$ cat config.mk
export PLATFORM = sky130hd
export DESIGN_NAME = ask_ramp_seq
export DESIGN_NICKNAME = d
export VERILOG_FILES = /design/src/rtl/ask_ramp_pkg.sv /design/src/rtl/ask_ramp_table.sv /design/src/rtl/ask_ramp_step_timer.sv /design/src/rtl/ask_ramp_walker.sv /design/src/rtl/ask_ramp_seq.sv
export SDC_FILE = /design/constraint.sdc
export NUM_CORES = 1
export LEC_CHECK = 0
export ABC_CLOCK_PERIOD_IN_PS = 2700
export BUFFER_PORTS_ARGS = -buffer_cell sky130_fd_sc_hd__buf_2
export CAP_MARGIN = 20
export CORE_ASPECT_RATIO = 0.9
export CORE_UTILIZATION = 59
export CTS_CLUSTER_DIAMETER = 150
export DETAILED_ROUTE_END_ITERATION = 7
export GPL_TIMING_DRIVEN = 0
export PLACE_DENSITY = 0.79
export SLEW_MARGIN = 20
export SYNTH_ARGS = -nofsm -noshare
export SYNTH_HDL_FRONTEND = slang
export SYNTH_SLANG_ARGS = --single-unit
$ cat constraint.sdc
create_clock -name clk -period 2.7 [get_ports clk]
set_clock_uncertainty 0.05 [all_clocks]
set_input_delay 0.27 -clock clk [delete_from_list [all_inputs] [get_ports clk]]
set_output_delay 0.27 -clock clk [all_outputs]
set_load 0.02 [all_outputs]
$ cat src/rtl/ask_ramp_pkg.sv
package ask_ramp_pkg;
   typedef enum logic {
      MOD_CONST = 1'b0,
      MOD_ASK   = 1'b1
   } mod_e;

   // Step toward a target by one index.
   function automatic logic [7:0] step_toward(input logic [7:0] cur, input logic [7:0] tgt);
      if (cur < tgt) return cur + 8'd1;
      else if (cur > tgt) return cur - 8'd1;
      else return cur;
   endfunction
endpackage

$ cat src/rtl/ask_ramp_table.sv
module ask_ramp_table #(
   parameter int IDX_W = 3,
   parameter int LVL_W = 8
) (
   input  logic             clk,
   input  logic             rst_n,
   input  logic             sleep,
   input  logic             wr_ok,
   input  logic [IDX_W-1:0] wr_idx,
   input  logic [LVL_W-1:0] wr_data,
   input  logic [IDX_W-1:0] rd_idx,
   output logic [LVL_W-1:0] rd_data
);
   localparam int DEPTH = 1 << IDX_W;

   logic [LVL_W-1:0] ent [DEPTH];

   for (genvar e = 0; e < DEPTH; e++) begin : g_ent
      logic [LVL_W-1:0] ent_q;
      logic             hit;
      assign hit = wr_ok && (wr_idx == IDX_W'(e));
      if (e == 0) begin : g_keep
         always_ff @(posedge clk or negedge rst_n) begin
            if (!rst_n)   ent_q <= '0;
            else if (hit) ent_q <= wr_data;
         end
      end else begin : g_lose
         always_ff @(posedge clk or negedge rst_n) begin
            if (!rst_n)      ent_q <= '0;
            else if (sleep)  ent_q <= '0;
            else if (hit)    ent_q <= wr_data;
         end
      end
      assign ent[e] = ent_q;
   end

   assign rd_data = ent[rd_idx];
endmodule

$ cat src/rtl/ask_ramp_step_timer.sv
module ask_ramp_step_timer #(
   parameter int STEP_DIV = 4
) (
   input  logic clk,
   input  logic rst_n,
   input  logic run,
   output logic tick
);
   localparam int CNT_W = (STEP_DIV > 1) ? $clog2(STEP_DIV) : 1;

   if (STEP_DIV == 1) begin : g_direct
      assign tick = run;
   end else begin : g_count
      logic [CNT_W-1:0] cnt_q;
      logic             last;
      assign last = (cnt_q == CNT_W'(STEP_DIV - 1));
      always_ff @(posedge clk or negedge rst_n) begin
         if (!rst_n)     cnt_q <= '0;
         else if (!run)  cnt_q <= '0;
         else if (last)  cnt_q <= '0;
         else            cnt_q <= cnt_q + CNT_W'(1);
      end
      assign tick = run && last;
   end
endmodule

$ cat src/rtl/ask_ramp_walker.sv
module ask_ramp_walker
   import ask_ramp_pkg::*;
#(
   parameter int IDX_W = 3
) (
   input  logic             clk,
   input  logic             rst_n,
   input  logic             tx_en,
   input  mod_e             mode,
   input  logic             bit_stb,
   input  logic             bit_val,
   input  logic [IDX_W-1:0] top_idx,
   input  logic             tick,
   output logic             run,
   output logic [IDX_W-1:0] idx
);
   logic             sym_q;
   logic [IDX_W-1:0] idx_q;
   logic [IDX_W-1:0] target;

   always_ff @(posedge clk or negedge rst_n) begin
      if (!rst_n)       sym_q <= 1'b0;
      else if (!tx_en)  sym_q <= 1'b0;
      else if (bit_stb) sym_q <= bit_val;
   end

   always_comb begin
      if (!tx_en)               target = '0;
      else if (mode == MOD_ASK) target = sym_q ? top_idx : '0;
      else                      target = top_idx;
   end

   always_ff @(posedge clk or negedge rst_n) begin
      if (!rst_n)    idx_q <= '0;
      else if (tick) idx_q <= IDX_W'(step_toward(8'(idx_q), 8'(target)));
   end

   assign run = (target != idx_q);
   assign idx = idx_q;
endmodule

$ cat src/rtl/ask_ramp_seq.sv
module ask_ramp_seq
   import ask_ramp_pkg::*;
#(
   parameter int IDX_W    = 3,
   parameter int LVL_W    = 8,
   parameter int STEP_DIV = 4
) (
   input  logic             clk,
   input  logic             rst_n,
   input  logic             tx_en,
   input  logic             mod_ask,
   input  logic             bit_stb,
   input  logic             bit_val,
   input  logic [IDX_W-1:0] top_idx,
   input  logic             wr_en,
   input  logic [IDX_W-1:0] wr_idx,
   input  logic [LVL_W-1:0] wr_data,
   input  logic             sleep,
   output logic [LVL_W-1:0] pwr_level,
   output logic             ramp_done
);
   if (IDX_W < 1 || IDX_W > 8) begin : g_bad_idx
      $error("IDX_W must lie in 1..8");
   end
   if (LVL_W < 1) begin : g_bad_lvl
      $error("LVL_W must be at least 1");
   end
   if (STEP_DIV < 1) begin : g_bad_div
      $error("STEP_DIV must be at least 1");
   end

   logic             run;
   logic             tick;
   logic [IDX_W-1:0] cur_idx;
   logic             wr_ok;
   mod_e             mode;

   assign mode  = mod_e'(mod_ask);
   assign wr_ok = wr_en && !sleep && !tx_en && (cur_idx == '0);

   ask_ramp_step_timer #(.STEP_DIV(STEP_DIV)) i_timer (
      .clk   (clk),
      .rst_n (rst_n),
      .run   (run),
      .tick  (tick)
   );

   ask_ramp_walker #(.IDX_W(IDX_W)) i_walker (
      .clk     (clk),
      .rst_n   (rst_n),
      .tx_en   (tx_en),
      .mode    (mode),
      .bit_stb (bit_stb),
      .bit_val (bit_val),
      .top_idx (top_idx),
      .tick    (tick),
      .run     (run),
      .idx     (cur_idx)
   );

   ask_ramp_table #(.IDX_W(IDX_W), .LVL_W(LVL_W)) i_table (
      .clk     (clk),
      .rst_n   (rst_n),
      .sleep   (sleep),
      .wr_ok   (wr_ok),
      .wr_idx  (wr_idx),
      .wr_data (wr_data),
      .rd_idx  (cur_idx),
      .rd_data (pwr_level)
   );

   assign ramp_done = !tx_en && (cur_idx == '0);
endmodule

==> Yosys cells after proc, flatten, opt, wreduce, memory -nomap -nowiden <==
Index checks and enable logic that the tools add are counted.
{ "word_totals": {"ff_bits": 70, "inputBits": 22} }
{ "op_classes": {"n_addsub": 3, "magnitude_cmp": 3, "n_eq_ne": 10, "n_mux": 26, "n_bitwise": 1, "reduce_logical": 26} }
{ "ops": {"columns": ["op", "count"], "rows": [
  ["two-way mux 8 bit", 16],
  ["binary-select mux 8 bit (select 3 bit)", 1],
  ["nonzero test 2 bit", 8],
  ["two-way mux 3 bit", 5],
  ["logical AND 1 bit", 13],
  ["equality test 3 bit, second input constant", 4],
  ["equality test 3 x 2 -> 1 bit, second input constant", 2],
  ["zero test 3 bit", 2],
  [">= comparator 4 bit, second input constant", 1],
  ["two-way mux 2 bit", 2],
  ["NOT 3 -> 4 bit", 1],
  ["adder 3 x 1 -> 3 bit, second input constant", 1],
  ["equality test 3 x 1 -> 1 bit, second input constant", 1],
  ["greater-than comparator 3 bit", 1],
  ["< comparator 3 bit", 1],
  ["inequality test 3 bit", 1],
  ["subtractor 3 x 1 -> 3 bit, second input constant", 1],
  ["adder 2 x 1 -> 2 bit, second input constant", 1],
  ["equality test 2 bit, second input constant", 1],
  ["zero test 1 bit", 2],
  ["two-way mux 1 bit", 2],
  ["inequality test 2 x 1 -> 1 bit, second input constant", 1],
  ["AND reduction 2 bit", 1]
]} }

==> Depth between registers and ports, before layout <==
Gate-level depths: netlist of run 1.
{ "depth": {"depth_word": 7, "depth_mapped": 10} }

==> Hierarchy <==
Synthesis of run 1 repeated with hierarchy kept, for this count alone.
{ "unflattened": {"hier_cells": 321, "hier_area_um2": 3642.2} }
{ "modules_own_cells": {"columns": ["module", "instances", "cells_each", "area_per_inst_um2", "seq_area_each_um2"], "rows": [
  ["ask_ramp_table", 1, 282, 3200.6, 1601.5],
  ["ask_ramp_walker", 1, 31, 331.6, 100.1],
  ["ask_ramp_step_timer", 1, 6, 88.8, 50.0],
  ["ask_ramp_seq", 1, 2, 21.3, 0.0]
]} }

==> Least setup slack after synthesis of run 1 <==
OpenSTA, ideal clock, no wires.
{ "synth_timing": {"path_type": "flip-flop to flip-flop", "from": "reg i_walker.sym_q", "to": "reg i_walker.idx_q[2], in the netlist i_walker.idx[2]", "t_arrival_ps": 2036, "t_required_ps": 2571, "setup_slack_ps": 534, "path_stages_with_launch": 11, "n_path_buf": 0, "cell_sequence": "dfrtp_1 > inv_1 > a21boi_0 > nand2_1 > ha_1 > a21oi_1 > nand2_1 > fa_1 > a21o_1 > a21oi_1 > xor2_1"} }
{ "synth_between": {"elab_chain_len": 6, "elab_cells_between_ends": 10, "classes_between": "order compare: 2; eq/ne: 1; mux: 4; reduce/logical: 3"} }
{ "synth_lines": {"columns": ["item", "line", "source"], "rows": [
  ["start, declared", "ask_ramp_walker.sv:17", "logic sym_q;"],
  ["start signal, assigned", "ask_ramp_walker.sv:24", "else if (bit_stb) sym_q <= bit_val;"],
  ["two-way mux 3 bit * (2 in series)", "ask_ramp_walker.sv:29", "else if (mode == MOD_ASK) target = sym_q ? top_idx : '0;"],
  ["two-way mux 3 bit *", "ask_ramp_walker.sv:28", "if (!tx_en) target = '0;"],
  ["greater-than comparator 3 bit, or another cell as far along", "ask_ramp_pkg.sv:10", "else if (cur > tgt) return cur - 8'd1;"],
  ["nonzero test 2 bit (no source line) / logical AND 1 bit (equally long branches)", null, null],
  ["AND reduction 2 bit (no source line)", null, null],
  ["end signal, assigned", "ask_ramp_walker.sv:35", "else if (tick) idx_q <= IDX_W'(step_toward(8'(idx_q), 8'(target)));"],
  ["end, declared", "ask_ramp_walker.sv:18", "logic [IDX_W-1:0] idx_q;"]
]} }
Mark *: on every way between the ends. The rest lies on a longest branch, timed or not.
A chain may end at the register's enable or synchronous reset.

==> Worst setup path in the final report of run 1 <==
{ "layout_timing": {"from": "reg i_walker.idx_q[1], in the netlist i_walker.idx[1]", "to": "reg i_table.g_ent[7].ent_q[1]"} }
{ "layout_between": {"elab_chain_len": 4} }
{ "layout_lines": {"columns": ["item", "line", "source"], "rows": [
  ["zero test 3 bit", "ask_ramp_seq.sv:39", "assign wr_ok = wr_en && !sleep && !tx_en && (cur_idx == '0);"],
  ["logical AND 1 bit", "ask_ramp_seq.sv:39", null],
  ["logical AND 1 bit", "ask_ramp_table.sv:21", "assign hit = wr_ok && (wr_idx == IDX_W'(e));"],
  ["nonzero test 2 bit (no source line)", null, null],
  ["end signal, assigned", "ask_ramp_table.sv:31", "else if (hit) ent_q <= wr_data;"],
  ["end, declared", "ask_ramp_table.sv:19", "logic [LVL_W-1:0] ent_q;"]
]} }
Every way passes these cells.

==> results, run 1 <==
- The number of global-route vias before repair is 2,192.
- The routed wirelength normalized by instance count is between 15 and 20 um.
- The number of register bits inferred by synthesis is 70.
- In this design, the stage delay of the slowest critical-path cell is between 0.6 and 0.7 ns.
- After synthesis the cells add up to between 0.003 and 0.004 mm2.
- Buffers placed on the I/O ports in this run total 28.
- The largest area contributor in the synthesized netlist is dfrtp_1.
- The clock drives 70 sinks.
- Averaged over all synthesized cells, the footprint is between 10 and 15 um2.
- The critical path class is flip-flop to flip-flop.
- The data required time at the worst endpoint is about 2.9 ns.
- The wire length of the first global-routing pass is 11.7 mm.
- At the end of routability-driven placement, the weighted congestion stood at roughly 0.76.
- In this run the deepest clock path goes through 2 buffers.
- The net count of the mapped netlist is approximately 300.
- The initial antenna violation count came to 0.
- In this run the static leakage power is ~2.2 nW.
- The critical path launch point type is a flip-flop.
- The tool flagged a number of max-cap violations equal to 0.
- The slew at the pin closest to its max-slew limit is approximately 0.70 ns.
- The most common library cell in the layout ignoring fill and taps is dfrtp_1.
- The number of levels the H-tree was split into is 3.
- The growth of design area from synthesis to finish is 12.8%.
- Setup repair after global routing left no endpoint under its margin.
- The end point of the critical path is i_table.g_ent[7].ent_q[1]$_DFFE_PN0P_.
- The clock latency at the later pin of the worst-skew pair is roughly 0.35 ns.
- The run finished with clean final reports.
- The setup check on the worst reg-to-reg path leaves a slack of 0.18 ns.
- The share of the Yosys chip area taken by registers is approximately 50%.
- The max-slew violation total from the final report is 0.
- Counting cells, the worst reg-to-reg path comes to 5.
- The die outline height is 75.2 um.
- In the global route stage, overall resource usage came out at between 20% and 30%.
- The number of antenna diodes in the final layout is 0.
- After clock tree synthesis, the clock-pin slew on the worst setup and hold paths is 0.07 ns.
- The overall die area is 0.00626 mm2.
- The reg-to-reg endpoint is i_table.g_ent[7].ent_q[1]$_DFFE_PN0P_.
- Summed over all layers, the routed wires come to between 7 and 8 mm.
- The detailed-router iteration count before antenna repair is 4.
- The power density over the cells is approximately 690 mW/mm2.
- The remaining number of nets flagged by the antenna check after routing is 0.
- The highest fanout seen on the critical path is 18.
- The post-route netlist has 25.5% of its cells at a drive strength greater than 1.
- After filler insertion, the fill cell instance count of the layout stands at around 410.
- In this run the worst setup path begins at i_walker.idx[1]$_DFFE_PN0P_.
- The startpoint of the lowest-slack hold path is bit_val.
- IR analysis of the VDD net gives a maximum drop of 461 uV.
- Yosys attributes the largest share of cell area to dfrtp_1 (50%), mux2i_1 (16%), nor2_1 (6.1%).
- In this run the clock root is driven by a clkbuf_8.
- Power comes to 2.75 mW.
- Gates resized during post-CTS repair numbered 0.
- The number of vias per cell is ~5.9.
- In this run the horizontal extent of the chip is 83.3 um.
- The final worst-path cycle share is between 90% and 100%.
- Detailed placement finished with a half-perimeter wire length of a little under 5 mm.
- The accumulated negative setup slack is 0 ns.
- Yosys mapped the design onto 29 distinct sky130hd cell types.
- The initial core utilization is between 60% and 70%.
- The first routing iteration left between 100 and 150 violations.
- The total number of nets in the final design is 334.
- The standard cell core area is between 0.005 and 0.006 mm2.
- The leftover overflow at the end of global routing is 0.
- The final setup violation count is 0.
- In this run the count of I/O pins placed on the die edge is 31.
- The worst setup path is captured at a flip-flop.
- The placed instance count is ~370.
- The multi-input combinational cells in the finished layout cover a total of roughly 0.0017 mm2.
- The detailed-route DRC error count is 0.
- Synthesis produced a netlist whose cell count is 268.
- The yosys synthesis warning count is 0.
- The shortest clock period the worst path allows after layout is 2.52 ns.
- The critical path goes through buf_2 > nor4_4 > nand4_2 > mux2i_1 > nor2_1.
- The library cell contributing the largest single delay on the critical path is nor4_4.
- The TritonCTS buffer count is 9.
- The cell row count is 26.
- The worst pin sits at a relative slew slack of between 50 and 60%.
- The CTS tree is done.
- The share of synthesized area in the top cell type comes to between 40% and 50%.
- The type of the tightest min-delay check is input pin to flip-flop.
- The beginning of the worst register-to-register path is i_walker.idx[1]$_DFFE_PN0P_.
- The hold violation count in the final report was 0.
- The maximum number of pins on one net before global-route repair is 47.
- The data arrival time of the critical path is around 2.7 ns.
- In the layout the commonest cells are dfrtp_1 (70), mux2i_1 (57), nor2_1 (57).
- The total number of vias is around 2.2k.
- The sequential cell area in the final layout is 0.00175 mm2.
- The finished layout holds 380 standard cells, fillers aside.
- Timing would allow up to between 300 and 400 MHz.
## cell type report
type / instances / area share [%]
plain buffers: 12 / 1.58
inverters: 2 / 0.190
clock inverters: 1 / 0.759
clock buffers: 13 / 4.01
repair buffers: 30 / 4.55
well taps: 70 / 2.21
multi-input cells: 182 / 42.4
flip-flops and latches: 70 / 44.2
## layer usage
metal / vias to the layer above / GRT usage [%] / routed length (um)
li1: 1038 / - / -
met1: 1125 / 37.9 / 3290
met2: 57 / 38.6 / 3410
met3: 9 / 7.79 / 437
met4: 0 / 8.43 / 112
met5: - / 0 / 0
## how the worst min path moves through the flow
stage | end | depth (start not counted)
2_1_floorplan | i_table.g_ent[0].ent_q[0]$_DFFE_PN0P_ | 0
6_report | i_walker.sym_q$_DFFE_PN0P_ | 3
4_1_cts | i_walker.sym_q$_DFFE_PN0P_ | 3
3_3_place_gp | i_timer.g_count.cnt_q[0]$_DFF_PN0_ | 1
3_5_place_dp | i_table.g_ent[4].ent_q[2]$_DFFE_PN0P_ | 1
5_1_grt | i_walker.sym_q$_DFFE_PN0P_ | 2
## metrics by stage
stage          utilization [%]  hold WS (ns)  cell area (um2)  setup slack, ns
6_report                  69.5         0.141             3960            0.175
5_1_grt                   69.5         0.151             3960           0.0600
4_1_cts                   69.5         0.137             3960            0.218
3_5_place_dp              66.2         0.161             3770            0.250
3_3_place_gp              65.7         0.372             3740            0.281
2_1_floorplan                -       -0.0756             3510            0.534
## logic make-up after synthesis
group,Yosys count,synth area share (%)
multiplexers,90,32.7
AND/OR/NAND/NOR,81,11.9
flip-flops,70,49.9
buffers and inverters,16,2.25
adder cells (fa/ha/maj),5,2.00
AO/OA/AOI/OAI,4,0.713
XOR/XNOR,2,0.499
## Yosys cell counts
library cell	count
buf_1	2
nor2_1	57
nand4_2	4
xnor2_1	1
nor4_4	1
fa_1	1
mux4_1	7
a21o_1	1
nand3_1	2
buf_6	2
nor2b_1	4
nand3_2	2
mux2i_1	57
nand4b_4	1
clkbuf_1	7
inv_1	2
dfrtp_1	70
nor3b_1	1
nand3b_1	1
a21oi_1	2
buf_2	3
nand2_1	4
mux2_2	17
a21boi_0	1
ha_1	4
xor2_1	1
and3_1	1
and2_1	3
mux4_2	9
## report_power, final
part           internal, mW  switching [mW]
combinational         0.333           0.410
sequential             1.13          0.0456
clock                 0.468           0.361
total                  1.93           0.817
## sequential cells by signal (all words and copies together) (netlist names)
name and flops:
i_table.g_ent.ent_q 64, i_timer.g_count.cnt_q 2, i_walker.idx 3, i_walker.sym_q 1
## repair_timing
item | in CTS | in global routing
setup endpoints to repair | 8 | 0
endpoints found under the hold margin | 24 | 0
hold buffers | 1 | 0
setup buffers | 0 | 0
## worst max-delay path: cells and delay by family (launching register included)
kind                   cells  cell delay [ns]
AND/OR/NAND/NOR            3             1.26
multiplexers               1             0.33
buffers and inverters      1             0.30
flip-flops                 1             0.42
Power figures use the tool's default switching activity.
==> run 2: changes to the inputs <==
Settings changed: PLACE_DENSITY 0.79 to 0.8.
==> results, run 2 (synthesized netlist as in run 1, its figures left out) <==
- The accumulated negative setup slack is 0 ns (unchanged).
- The leakage component of the power is 2.26 nW (+0.57%).
- The detailed-router iteration count before antenna repair is 5 (+1).
- The detailed router's first-iteration violation count was 146 (+8.1%).
- The number of global-route vias before repair is 2,183 (-0.41%).
- The number of buffers on the longest clock path was 2 (unchanged).
- The final cell area excluding filler cells came to 0.00399 mm2 (+0.88%).
- The final setup violation count is 0 (unchanged).
- The data required time at the worst endpoint came to 2.38 ns (-0.48 ns).
- The total number of vias came to 2,321 (+4.1%).
- The switching power as a share of total power is 29.5% (-0.22 points).
- The register containing the most flip-flops in the final layout is i_table.g_ent.ent_q.
- In this run the worst hold path is classified as input pin to flip-flop.
- The maximum number of pins on one net before global-route repair is 49 (+4.3%).
- The max-cap check violation count is 0 (unchanged).
- The overall die area is 0.00626 mm2 (unchanged).
- The overall fraction of global-route tracks in use was 26.6% (+0.46 points).
- The clock transition at the register clock pins on the worst setup and hold paths after CTS is 0.07 ns (about the same).
- The detailed-route DRC error count is 0 (unchanged).
- The max-slew violation total from the final report is 0 (unchanged).
- The initial core utilization is 61.7% (unchanged).
- The endpoint with the worst hold slack is i_walker.sym_q$_DFFE_PN0P_.
- The switching power summed over all nets is 0.846 mW (+3.6%).
- The last weighted congestion value of the routability-driven placer was 0.848 (+12%).
- The number of vias per cell came to 6.06 (+3.3%).
- The fraction of final layout cells with drive strength greater than 1 is 25.9% (+0.39 points).
- The shortest clock period the worst path allows after layout came to 2.59 ns (+0.0646 ns).
- The worst hold path begins at bit_val.
- CTS placed an instance of clkbuf_8 at the clock tree root.
- Setup repair after global routing left no endpoint under its margin.
- The critical path class is flip-flop to output pin.
- The growth of design area from synthesis to finish is 13.8%.
- The total length of routed wires is 7.66 mm (+5.6%).
- The cell area after placement was 0.00377 mm2 (unchanged).
- The flip-flop count of the largest register, all copies and words added came to 64 (unchanged).
- The part of the total power dissipated in sequential elements came to 40.9% (-1.9 points).
- The data arrival time of the critical path is 2.27 ns (-0.42 ns).
- The antenna diode count is 0 (unchanged).
- The clock sink count is 70 (unchanged).
- The peak supply drop is 483 uV (+4.7%).
- The leftover overflow at the end of global routing is 0 (unchanged).
- The count of pins on the block boundary is 31 (unchanged).
- The horizontal die dimension is 83.3 um (unchanged).
- The critical path launch point type is a flip-flop.
- The final worst-path cycle share is 95.9% (+2.4 points).
- The power density over the cells came to 718 mW/mm2 (+3.4%).
- In the layout the commonest cells are dfrtp_1 (70), mux2i_1 (57), nor2_1 (57).
- The hold violation count in the final report is 0 (unchanged).
- The clock network power share is 32.3% (+2.1 points).
- The reg-to-reg endpoint is i_table.g_ent[5].ent_q[4]$_DFFE_PN0P_.
- The highest clock rate came to 386 MHz (-2.5%).
- The combinational group share of total power is 26.9% (-0.2 points).
- The worst relative slew slack is 55.1% (+2.2 points).
- The clock latency at the later pin of the worst-skew pair was 0.34 ns (about the same).
- The cell row count is 26 (unchanged).
- The beginning of the worst register-to-register path is i_walker.idx[1]$_DFFE_PN0P_.
- The TritonCTS buffer count is 9 (unchanged).
- The CTS tree is done.
- The standard cell core area was 0.00569 mm2 (unchanged).
- The number of levels the H-tree was split into is 3 (unchanged).
- The most common library cell in the layout ignoring fill and taps is dfrtp_1.
- The estimated wirelength of the detail-placed design is 4.92 mm (+1.2%).
- The highest fanout seen on the critical path is 10 (-8).
- The die outline height was 75.2 um (unchanged).
- The quantity of I/O buffers inserted on ports came to 28 (unchanged).
- The number of cells on the worst reg-to-reg path was 5 (unchanged).
- The routed wirelength normalized by instance count was 20.0 um (+4.7%).
- The total number of nets in the final design is 335 (+0.30%).
- The worst setup slack for register-to-register paths is 0.21 ns (+0.03 ns).
- The run finished with clean final reports.
- The initial antenna violation count is 0 (unchanged).
- The slew at the pin closest to its max-slew limit is 0.668 ns (-0.0332 ns).
- The wire length of the first global-routing pass is 12.0 mm (+2.3%).
- The number of cells traversed by the worst hold path is 3 (unchanged).
- The remaining number of nets flagged by the antenna check after routing is 0 (unchanged).
- The nature of the critical path endpoint is an output pin.
- The cell internal power dissipation was 2.02 mW (+4.7%).
==> run 2: worst max path at each step <==
stage                                              to                   startpoint
after CTS                                pwr_level[0]  i_walker.idx[0]$_DFFE_PN0P_
after global placement                   pwr_level[0]  i_walker.idx[1]$_DFFE_PN0P_
after global routing                     pwr_level[0]  i_walker.idx[0]$_DFFE_PN0P_
after detailed placement  i_walker.idx[2]$_DFFE_PN0P_                        tx_en
final                                    pwr_level[0]  i_walker.idx[0]$_DFFE_PN0P_
after floorplan           i_walker.idx[2]$_DFFE_PN0P_   i_walker.sym_q$_DFFE_PN0P_
==> run 2: critical path, stage by stage, from the launching register on <==
cell	delay, ns
dfrtp_1	0.39
buf_6	0.20
clkbuf_4	0.31
mux4_2	0.54
mux2_2	0.31
buf_2	0.17
==> run 2: layer usage <==
metal | share of wire, % | GRT usage, % | vias to the layer above
met5 | 0 | 0 | -
met4 | 2.2 | 9.00 | 0
met3 | 6.1 | 7.35 | 14
met2 | 47 | 42.9 | 82
met1 | 45 | 35.8 | 1178
li1 | - | - | 1047
==> run 2: layout make-up <==
type	count	area (um2)
tap	70	87.6
buffer	13	70.1
sequential	70	1750
clock inverter	3	67.6
inverter	2	7.51
fill	410	1700
timing repair buffer	30	180
clock buffer	13	149
multi-input combinational	182	1680
==> run 2: metrics by stage <==
stage	setup WS, ns	power, mW	cells	utilization, %	hold WS, ns
floorplan	0.534	1.74	268	-	-0.0756
global placement	0.267	1.94	366	65.7	0.373
detailed placement	0.237	1.97	367	66.2	0.146
CTS	0.00740	2.89	383	70.1	0.139
global route	0.0363	2.99	383	70.2	0.163
finish	0.110	2.87	383	70.2	0.143
==> run 2: power groups by stage <==
stage	clock, mW	sequential, mW	combinational (mW)
after floorplan	0	1.18	0.561
after global placement	0	1.19	0.755
after detailed placement	0	1.19	0.776
after CTS	0.937	1.17	0.775
after global routing	0.979	1.18	0.832
final	0.925	1.17	0.770
==> run 2: timing repair <==
item / 4_1_cts / 5_1_grt
resized for setup: 0 / 1
setup buffers: 0 / 0
hold endpoints to repair: 22 / 0
cloned: 0 / 0
setup endpoints to repair: 8 / 8
hold buffers: 1 / 0
==> run 3: changes to the inputs <==
Settings changed: SYNTH_HIERARCHICAL set to 1.
==> results, run 3 <==
- The number of vias per cell is 6.05 (-0.11%).
- The wire length of the first global-routing pass is 13.5 mm (+13%).
- The setup slack after layout is 0.108 ns (-0.00268 ns).
- The remaining number of nets flagged by the antenna check after routing is 0 (unchanged).
- The highest clock rate came to 386 MHz (-0.10%).
- The fraction of final layout cells with drive strength greater than 1 came to 21.7% (-4.2 points).
- In this run the critical register-to-register path is launched from i_walker/sym_q$_DFFE_PN0P_.
- The post-synthesis sequential area ratio came to 48.1% (-1.8 points).
- The shortest clock period the worst path allows after layout was 2.59 ns (+0.00269 ns).
- The gate count of the mapped netlist was 321 (+20%).
- TritonCTS built the clock tree.
- The placed instance count was 414 (+13%).
- The non-filler instance count after layout is 430 (+12%).
- The final setup violation count came to 0 (unchanged).
- The detailed router's first-iteration violation count came to 181 (+24%).
- The leftover overflow at the end of global routing is 0 (unchanged).
- The switching power summed over all nets is 0.921 mW (+8.9%).
- The antenna diode count is 0 (unchanged).
- The data required time at the worst endpoint was 2.38 ns (about the same).
- The flow ran to the end, but the final reports show violations.
- The standard cell core area was 0.00582 mm2 (+2.3%).
- The number of buffers on the longest clock path is 2 (unchanged).
- The post-CTS repair timing setup buffer count came to 0 (unchanged).
- The met3 routing resource usage after global routing is 8.56% (+1.2 points).
- The leading cell type by number of instances after synthesis is dfrtp_1.
- The TritonCTS buffer count is 9 (unchanged).
- The type of the tightest min-delay check is input pin to flip-flop.
- The switching power as a share of total power was 30.8% (+1.3 points).
- The total length of routed wires is 8.22 mm (+7.4%).
- The growth of design area from synthesis to finish is 12.5%.
- The overall die area is 0.00649 mm2 (+3.7%).
- The cell internal power dissipation is 2.07 mW (+2.3%).
- The number of register bits inferred by synthesis was 70 (unchanged).
- The routed wirelength normalized by instance count is 19.1 um (-4.4%).
- The leakage component of the power is 1.83 nW (-19%).
- The final reports fail on design-rule violations.
- The clock sink count was 70 (unchanged).
- The net count of the mapped netlist is 348 (+18%).
- The largest area contributor in the synthesized netlist is dfrtp_1.
- The detailed-router iteration count before antenna repair was 8 (+3).
- The cell row count came to 26 (unchanged).
- The data arrival time of the critical path was 2.27 ns (about the same).
- The number of global-route vias before repair is 2,575 (+18%).
- The initial core utilization is 62.5% (+0.88 points).
- The clock network power share is 30.5% (-1.8 points).
- The last weighted congestion value of the routability-driven placer came to 0.788 (-7.2%).
- The max-cap check violation count is 0 (unchanged).
- Sorting the synthesized cells by how often they occur yields dfrtp_1 (70), nand2_1 (66), a21oi_1 (32).
- The power consumption was 2.99 mW (+4.2%).
- The worst setup slack for register-to-register paths was 0.29 ns (+0.08 ns).
- The slew at the pin closest to its max-slew limit came to 0.715 ns (+0.0469 ns).
- The fraction of post-synthesis cell area in the top cell type by area is 48.1% (-1.8 points).
- The number of synthesized flops with an enable pin is 0 (unchanged).
- The worst slack at placement is -0.00792 ns (-0.245 ns).
- The post-synthesis cell area is 0.00364 mm2 (+3.7%).
- The horizontal die dimension is 84.8 um (+1.8%).
- The clock transition at the register clock pins on the worst setup and hold paths after CTS is 0.08 ns (about the same).
- The combinational group share of total power is 29.2% (+2.3 points).
- The initial antenna violation count is 0 (unchanged).
- In this run the most critical hold path is launched from tx_en.
- The primary flip-flop cell chosen by synthesis mapping is dfrtp_1.
- The proportion of register bits with asynchronous set or reset after synthesis is 100% (unchanged).
- After synthesis, the cell types taking the most area are dfrtp_1 (48%), mux4_1 (11%), mux2i_1 (6.9%).
- The average instance area after synthesis came to 11.3 um2 (-13%).
- The part of the total power dissipated in sequential elements came to 40.4% (-0.5 points).
- The worst setup path is of the flip-flop to output pin kind.
- Setup repair after global routing left no endpoint under its margin.
- The met1 global-route usage is 37.8% (+2.0 points).
- The worst setup path is captured at an output pin.
- The global-route track usage on met2 is 44.8% (+1.9 points).
- The worst relative slew slack is 52.1% (-3.0 points).
- The power density over the cells is 729 mW/mm2 (+1.6%).
- The hold violation count in the final report is 0 (unchanged).
- The layout filler cell count was 416 (+1.5%).
- The max-slew violation total from the final report is 0 (unchanged).
- The most utilized layer in the global route result is met2.
- The critical path launch point type is a flip-flop.
- The peak supply drop is 400 uV (-17%).
- The flip-flop count of the largest register, all copies and words added is 64 (unchanged).
- The highest fanout seen on the critical path is 10 (unchanged).
- The count of pins on the block boundary is 31 (unchanged).
- The total number of vias is 2,603 (+12%).
- The detailed-route DRC error count is 3 (+3).
- The master cell of the clock root buffer is clkbuf_8.
- The die outline height is 76.5 um (+1.8%).
- The quantity of I/O buffers inserted on ports was 22 (-21%).
- The number of different library cells in the post-synthesis netlist is 41 (+41%).
- The critical path starts at i_walker/idx[0]$_DFFE_PN0P_.
- Leaving out fill and tap cells, the most frequent cell in the layout is dfrtp_1.
- The register containing the most flip-flops in the final layout is i_table/g_ent.ent_q.
- The number of levels the H-tree was split into is 3 (unchanged).
- The final worst-path cycle share is 96.0% (+0.099 points).
- The estimated wirelength of the detail-placed design is 5.61 mm (+14%).
- The maximum number of pins on one net before global-route repair was 44 (-10%).
- The yosys synthesis warning count came to 6 (+6).
- The clock latency at the later pin of the worst-skew pair came to 0.35 ns (about the same).
- The overall fraction of global-route tracks in use is 27.9% (+1.3 points).
- The total number of nets in the final design is 383 (+14%).
- In the layout the commonest cells are dfrtp_1 (70), nand2_1 (66), a21oi_1 (32).
run 3: cell types whose count changed after synthesis, moves of 4 or more:
cell / before / now
mux2i_1: 57 / 25
nand4_2: 4 / 0
clkbuf_1: 7 / 19
nand2_1: 4 / 66
nor2_1: 57 / 24
mux4_2: 9 / 1
a21oi_1: 2 / 32
mux4_1: 7 / 15
buf_2: 3 / 8
run 3: final timing paths:
kind | end | cells past startpoint
max | pwr_level[3] | 5
min | i_walker/sym_q$_DFFE_PN0P_ | 2
max reg2reg | i_walker/idx[2]$_DFFE_PN0P_ | 11
min reg2reg | i_timer/g_count.cnt_q[0]$_DFF_PN0_ | 1
max in group asynchronous | i_table/g_ent[0].ent_q[0]$_DFFE_PN0P_ | 3
min in group asynchronous | i_table/g_ent[6].ent_q[1]$_DFFE_PN0P_ | 2
run 3: metal layers:
| metal | vias to the layer above | routed length [um] |
|---|---|---|
| met5 | - | 0 |
| met4 | 0 | 74 |
| met3 | 10 | 640 |
| met2 | 94 | 4050 |
| met1 | 1303 | 3460 |
| li1 | 1196 | - |
run 3: power groups by stage:
| stage | Sequential (mW) | Clock (mW) | Combinational [mW] |
|---|---|---|---|
| after floorplan | 1.20 | 0 | 0.639 |
| after global placement | 1.22 | 0 | 0.812 |
| after detailed placement | 1.23 | 0 | 0.841 |
| after CTS | 1.21 | 0.920 | 0.847 |
| after global routing | 1.21 | 0.962 | 0.938 |
| final | 1.21 | 0.910 | 0.871 |
run 3: worst max-delay path, cell delays in order (launching register included):
cell and delay (ns):
dfrtp_1 0.52, buf_6 0.21, buf_12 0.16, mux4_1 0.60, mux2_2 0.28, buf_2 0.16
run 3: cells by family (layout without fill, tap and decap cells):
family,after synthesis,in the layout,share of synthesized area (%)
simple gates,114,114,15.5
flops,70,70,48.1
mux,58,58,23.7
compound gates,39,39,5.98
buf+inv,33,72,4.33
fa+ha+maj,5,5,1.92
xor+xnor,2,2,0.481
run 3: layout make-up:
| cell class | count | area, um2 | area share [%] |
|---|---|---|---|
| clock inverter | 6 | 87.6 | 2.14 |
| buffer | 30 | 148 | 3.60 |
| clock buffer | 9 | 124 | 3.02 |
| multi-input combinational | 218 | 1750 | 42.6 |
| sequential | 70 | 1750 | 42.7 |
| timing repair buffer | 24 | 143 | 3.48 |
| inverter | 3 | 11.3 | 0.275 |
| tap | 70 | 87.6 | 2.14 |
run 3: through the flow:
| stage | hold WS, ns | TNS (ns) | area, um2 | util, % |
|---|---|---|---|---|
| after floorplan | -0.0756 | 0 | 3640 | - |
| after global placement | 0.389 | 0 | 3840 | 65.9 |
| after detailed placement | 0.169 | -0.00792 | 3860 | 66.3 |
| after CTS | 0.147 | 0 | 4080 | 70.1 |
| after global routing | 0.154 | 0 | 4100 | 70.4 |
| final | 0.151 | 0 | 4100 | 70.4 |
run 3: what timing repair did:
action                                 CTS  global route
setup endpoints to repair                0             2
hold buffers                             1             0
gates resized for setup                  0             6
endpoints found under the hold margin   27             0
